--- src/rtl/vl_set_unit.sv ---
module vl_set_unit #(
  parameter int XLEN  = 64,
  parameter int IMM_W = 7,
  parameter int IDX_W = 5,
  parameter int VL_W  = $clog2(XLEN + 1)
) (
  input  logic             clk,
  input  logic             rst_n,
  input  logic             req_valid,
  input  logic [IMM_W-1:0] req_imm,
  input  logic [IDX_W-1:0] req_src_idx,
  input  logic [XLEN-1:0]  req_src_val,
  input  logic [IDX_W-1:0] req_dst_idx,
  output logic             done,
  output logic             trap,
  output logic [VL_W-1:0]  vl_out,
  output logic             wb_en,
  output logic [IDX_W-1:0] wb_idx,
  output logic [XLEN-1:0]  wb_data
);
  localparam int CW = (XLEN > IMM_W ? XLEN : IMM_W) + 2;

  logic [CW-1:0]   src_x, imm_x, imm_dbl;
  logic            bad_imm;
  logic [VL_W-1:0] next_vl;

  assign src_x   = CW'(req_src_val);
  assign imm_x   = CW'(req_imm);
  assign imm_dbl = imm_x << 1;
  assign bad_imm = imm_x > CW'(XLEN);

  always_comb begin
    if (req_src_idx == '0)
      next_vl = VL_W'(imm_x);
    else if (src_x > imm_dbl)
      next_vl = VL_W'(XLEN);
    else if (src_x > imm_x)
      next_vl = VL_W'(src_x >> 1);
    else
      next_vl = VL_W'(src_x);
  end

  always_ff @(posedge clk or negedge rst_n) begin
    if (!rst_n) begin
      done    <= 1'b0;
      trap    <= 1'b0;
      wb_en   <= 1'b0;
      wb_idx  <= '0;
      wb_data <= '0;
      vl_out  <= '0;
    end else begin
      done  <= req_valid;
      trap  <= req_valid && bad_imm;
      wb_en <= req_valid && !bad_imm && (req_dst_idx != '0);
      if (req_valid && !bad_imm) begin
        vl_out  <= next_vl;
        wb_idx  <= req_dst_idx;
        wb_data <= XLEN'(next_vl);
      end
    end
  end
endmodule


--- config.mk ---
export PLATFORM = sky130hd
export DESIGN_NAME = vl_set_unit
export DESIGN_NICKNAME = d
export VERILOG_FILES = /design/src/rtl/vl_set_unit.sv
export SDC_FILE = /design/constraint.sdc
export NUM_CORES = 1
export LEC_CHECK = 0
export ABC_AREA = 1
export BUFFER_PORTS_ARGS = -buffer_cell sky130_fd_sc_hd__buf_2
export CAP_MARGIN = 20
export CORE_ASPECT_RATIO = 0.8
export CORE_MARGIN = 3
export CORE_UTILIZATION = 36
export CTS_CLUSTER_SIZE = 14
export DETAILED_ROUTE_END_ITERATION = 8
export PLACE_DENSITY = 0.75
export SYNTH_ARGS = -nofsm -noshare
export SYNTH_HDL_FRONTEND = slang
export SYNTH_SLANG_ARGS = --single-unit
--- constraint.sdc ---
create_clock -name clk -period 0.8 [get_ports clk]
set_input_delay 0.16 -clock clk [delete_from_list [all_inputs] [get_ports clk]]
set_output_delay 0.16 -clock clk [all_outputs]
set_load 0.02 [all_outputs]
# [Yosys cells after proc, flatten, opt, wreduce, memory -nomap -nowiden]
# Index checks and enable logic that the tools add are counted.
[totals] ff_bits=15 input_bits=84 word_cells=17
[op_classes] order_cmp=3 muxes=3 reduce_logical=6
[ops] operator="64-bit by 7-bit greater-than comparator with 1-bit output" n=1
[ops] operator="64-bit by 8-bit greater-than comparator with 1-bit output" n=1
[ops] operator="7-bit two-way mux" n=3
[ops] operator="7-bit greater-than comparator (second input constant)" n=1
[ops] operator="5-bit zero test" n=1
[ops] operator="5-bit nonzero test" n=1
[ops] operator="1-bit logical AND" n=3
[ops] operator="1-bit zero test" n=1

# [Depth between registers and ports, before layout]
[depth] ltp_word=4 mapped_depth=14

# [Worst setup path after synthesis]
# OpenSTA, ideal clock, no wires.
[synth_path] path_type="input-to-reg" startpoint="input port req_imm[6]" endpoint="register vl_out[6]" setup_time_ps=120 t_arrival_ps=1269 t_required_ps=680 setup_slack_ps=-590 path_stages=11 path_buffers=0 cell_sequence="inv_1 -> ha_1 -> a21o_1 -> nor2_1 -> nand3_1 -> nand2_1 -> inv_2 -> nor2_8 -> nand2_1 -> o21ai_1 -> nand2_1"
[synth_via] elab_chain_len=4 word_cells_on_any_way=8
[synth_rtl] element="from (decl)" line_no="10" text="input logic [IMM_W-1:0] req_imm,"
[synth_rtl] element="64-bit by 7-bit greater-than comparator with 1-bit output" line_no="37" text="else if (src_x > imm_x)"
[synth_rtl] element="7-bit two-way mux" line_no="37"
[synth_rtl] element="7-bit two-way mux" line_no="35" text="else if (src_x > imm_dbl)"
[synth_rtl] element="7-bit two-way mux" line_no="33" text="if (req_src_idx == '0)"
[synth_rtl] element="to (signal assigned)" line_no="56" text="vl_out <= next_vl;"
[synth_rtl] element="to (decl)" line_no="16" text="output logic [VL_W-1:0] vl_out,"
# Parallel ways exist; a longest one is shown, timed or not.
# A chain may end at the register's enable or synchronous reset.

# [Worst setup path in the final report]
[layout_path] startpoint="input port req_src_val[4]" endpoint="register vl_out[3]"
[layout_via] elab_chain_len=4 word_cells_on_any_way=5
[layout_rtl] element="from (decl)" line_no="12" text="input logic [XLEN-1:0] req_src_val,"
[layout_rtl] element="64-bit by 7-bit greater-than comparator with 1-bit output" line_no="37"
[layout_rtl] element="7-bit two-way mux" line_no="37"
[layout_rtl] element="7-bit two-way mux (*)" line_no="35"
[layout_rtl] element="7-bit two-way mux (*)" line_no="33"
# Every way passes the cells marked *; elsewhere a longest branch is shown, timed or not.

==> reports/results.txt <==
Initial antenna violation count: 0
Antenna Nets Post-Route: 0
Reg power frac: 28.1%
Post-synthesis mux area share: 0%
Combinational power share: 52.9%
DRT Wirelength: 5990 um
Post-synth EDFFs: 0
Post-Synth Adder-Cell Area: 8.77%
Wire per inst: 11.9 um
Final core utilization: 60.0%
Drt drc: 0
Max-Cap Viols: 0
All-Layer GR Usage: 16.2%
Initial DRT Pass Iterations: 4
Die X: 89.3 um
Clock Latency Late Sink: 250 ps
IO Count: 163
Most common cell in the netlist: nand2_1
Vias per inst: 4.36
Post-Synthesis Cells: 311
Place WS: -838 ps
P_leak: 0.00172 uW
CP endpoint: vl_out[3]$_DFFE_PN0P_
Clock Skews: 0 ps
RR Endpoint: vl_out[2]$_DFFE_PN0P_
Worst setup path start: req_src_val[4]
Final setup vio count: 36
Routability congestion estimate: 0.865
Worst path most repeated cell: nand2_4
Clock Path Buffers: 2
CP endpoint kind: register
Die Y: 72.6 um
Hold Worst Slack: 120 ps
PD cells: 1060 mW/mm2
R2r startpoint: vl_out[2]$_DFFE_PN0P_
Top post-synthesis cells by area: buf_4 (24%), dfrtp_1 (19%), nand2_1 (12%), nor2_1 (9.4%), ha_1 (8.8%)
Synthesized flop and latch total: 15
YS warnings: 0
Hold Path Origin: req_valid
Simple-Gate Fraction of Synth Area: 33.8%
Hold Vio Cnt, Final: 0
PnR worst setup slack: -510 ps
CP Launch Type: input port
Asr flop ratio synth: 100%
Filler cells: 487
Required @ worst endpoint: 980 ps
Setup CP Type: in2reg
RSZ-0062 raised after global routing: yes
Initial DRC count: 72
Grt ovf: 0
Switching power: 1310 uW
Number of CTS-inserted buffers: 3
Unique masters post-synth: 28
Worst-path maximum fanout: 8
First-pass GRT wire length: 8490 um
Switching share of total power: 39.8%
CP Depth: 10
Slowest stage delay, CP: 280 ps
Reg2Reg Setup Slack: -60 ps
Clock Power Share: 19.0%
Maximum clock frequency: 764 MHz
Crit-path slowest cell: ha_4
Crit path cell chain: buf_2 -> ha_4 -> nand2_4 -> nor3_4 -> nand3_2 -> nand2_4 -> nand2_4 -> nand2_1 -> nand3_1 -> a21oi_2
Combinational family with the most area after synthesis: simple AND/OR/NAND/NOR gates
H-tree levels: 1
Clk pin slew, worst setup/hold paths: 60 ps
Syn avg cell area: 6.42 um2
Top cell type's share of synthesized area: 24.1%
Num rows: 23
Cell area after synthesis: 0.00200 mm2
Layout area overhead: 55.6%
Final net count: 541
CTS Sinks: 15
Failing checks: setup timing
Tightest Hold Check Type: in2reg
Fraction of the yosys area taken by sequential cells: 18.8%
Synth Area in Compound Gates: 5.89%
Most frequent cells after synthesis: nand2_1 (66), buf_4 (64), nor2_1 (50), inv_1 (40), nand3_1 (20)
Worst Path Buf+Inv: 1
ANT cells: 0
Core Area: 0.00518 mm2
Final worst path period need: 1310 ps
Top_reg_cell synth: dfrtp_1
CTS tree: built
I/O Buffers: 105
Slew Limit Fails: 0
Final worst-path cycle share: 164%
Die area: 0.00648 mm2
Root Driver: clkbuf_8
Initial Utilization: 38.6%
R2R cell count: 3
Post-synth top area cell: buf_4
Status: complete, but fails checks
Fraction of layout cells with a size suffix above 1: 46.2%
Synth Area in XOR/XNOR: 0%
Delay-heaviest family, CP: simple AND/OR/NAND/NOR gates
Final HPWL DP: 4660 um
Data arrival time of the worst path: 1490 ps
Max VDD drop: 0.000639 V
Vias in the first global route: 1985
Via count: 2195
Cell-internal power: 1980 uW
Largest net degree at the start of global routing: 16
-- how the worst min path moves through the flow --
stage	depth (start not counted)	endpoint	slack (ps)
finish	1	done$_DFF_PN0_	120
global route	1	done$_DFF_PN0_	120
CTS	1	done$_DFF_PN0_	70
detailed placement	1	wb_idx[2]$_DFFE_PN0P_	80
global placement	1	wb_idx[2]$_DFFE_PN0P_	80
floorplan	0	done$_DFF_PN0_	-140
-- sequential cells by signal (all words and copies together) (netlist names) --
signal,cells
trap,1
wb_idx,5
vl_out,7
done,1
wb_en,1
-- final cells by class --
type	instances	area [um2]	share of cell area, %
multi-input combinational	246	1480	47.5
clock buffer	4	45.0	1.45
inverter	42	189	6.08
tap	62	77.6	2.50
sequential	15	375	12.1
timing repair buffer	135	945	30.4
-- kinds of logic after synthesis --
family                     count (synthesis)
buffers and inverters                    107
adders and majority gates                 14
DFF                                       15
AOI/OAI and AO/OA                         20
other                                      1
and+or+nand+nor                          154
-- through the flow --
step | total power (uW) | TNS (ps) | std cells | area [um2]
floorplan | 1950 | -4710 | 367 | 2360
global route | 3480 | -10710 | 504 | 3110
detailed placement | 2220 | -9910 | 486 | 2600
global placement | 2190 | -9360 | 486 | 2600
finish | 3290 | -9060 | 504 | 3110
CTS | 3100 | -8890 | 498 | 2920
-- worst reg2reg max path, cell delays in order, from the launching register on --
cell,delay [ps]
dfrtp_1,410
buf_4,150
nor2_1,150
a21oi_2,40
-- layer usage --
layer | GRT usage (%) | vias up | part of all wire [%]
met5 | 0 | - | 0
met4 | 4.46 | 0 | 2.0
met3 | 2.82 | 14 | 7.1
met2 | 30.2 | 106 | 54
met1 | 18.8 | 965 | 37
li1 | - | 1110 | -
-- power groups by stage --
| stage | sequential, uW | combinational [uW] | clock [uW] |
|---|---|---|---|
| 2_1_floorplan | 1010 | 942 | 0 |
| 3_3_place_gp | 904 | 1280 | 0 |
| 3_5_place_dp | 906 | 1310 | 0 |
| 4_1_cts | 921 | 1560 | 618 |
| 5_1_grt | 933 | 1890 | 660 |
| 6_report | 927 | 1740 | 625 |
-- timing repair --
action,CTS,global route
gates cloned,0,1
setup endpoints to repair,36,36
hold buffers,1,0
resized for setup,62,44
buffers inserted,7,5
endpoints found under the hold margin,15,0
pin swaps,17,37
-- placed cells by master (no fill, tap or decap), drive strengths merged --
cell type and n:
nor3 2, ha 14, dlygate4sd3 1, nand2 70
o21ai 2, a21o 1, conb 57, nand2b 1
inv 41, buf 133, dfrtp 15, a21oi 17
nand3b 1, nand3 21, clkinv 1, nand4 4
nor2 53, clkbuf 5, and2b 1, nor4 2
(Power assumes the default switching activity.)
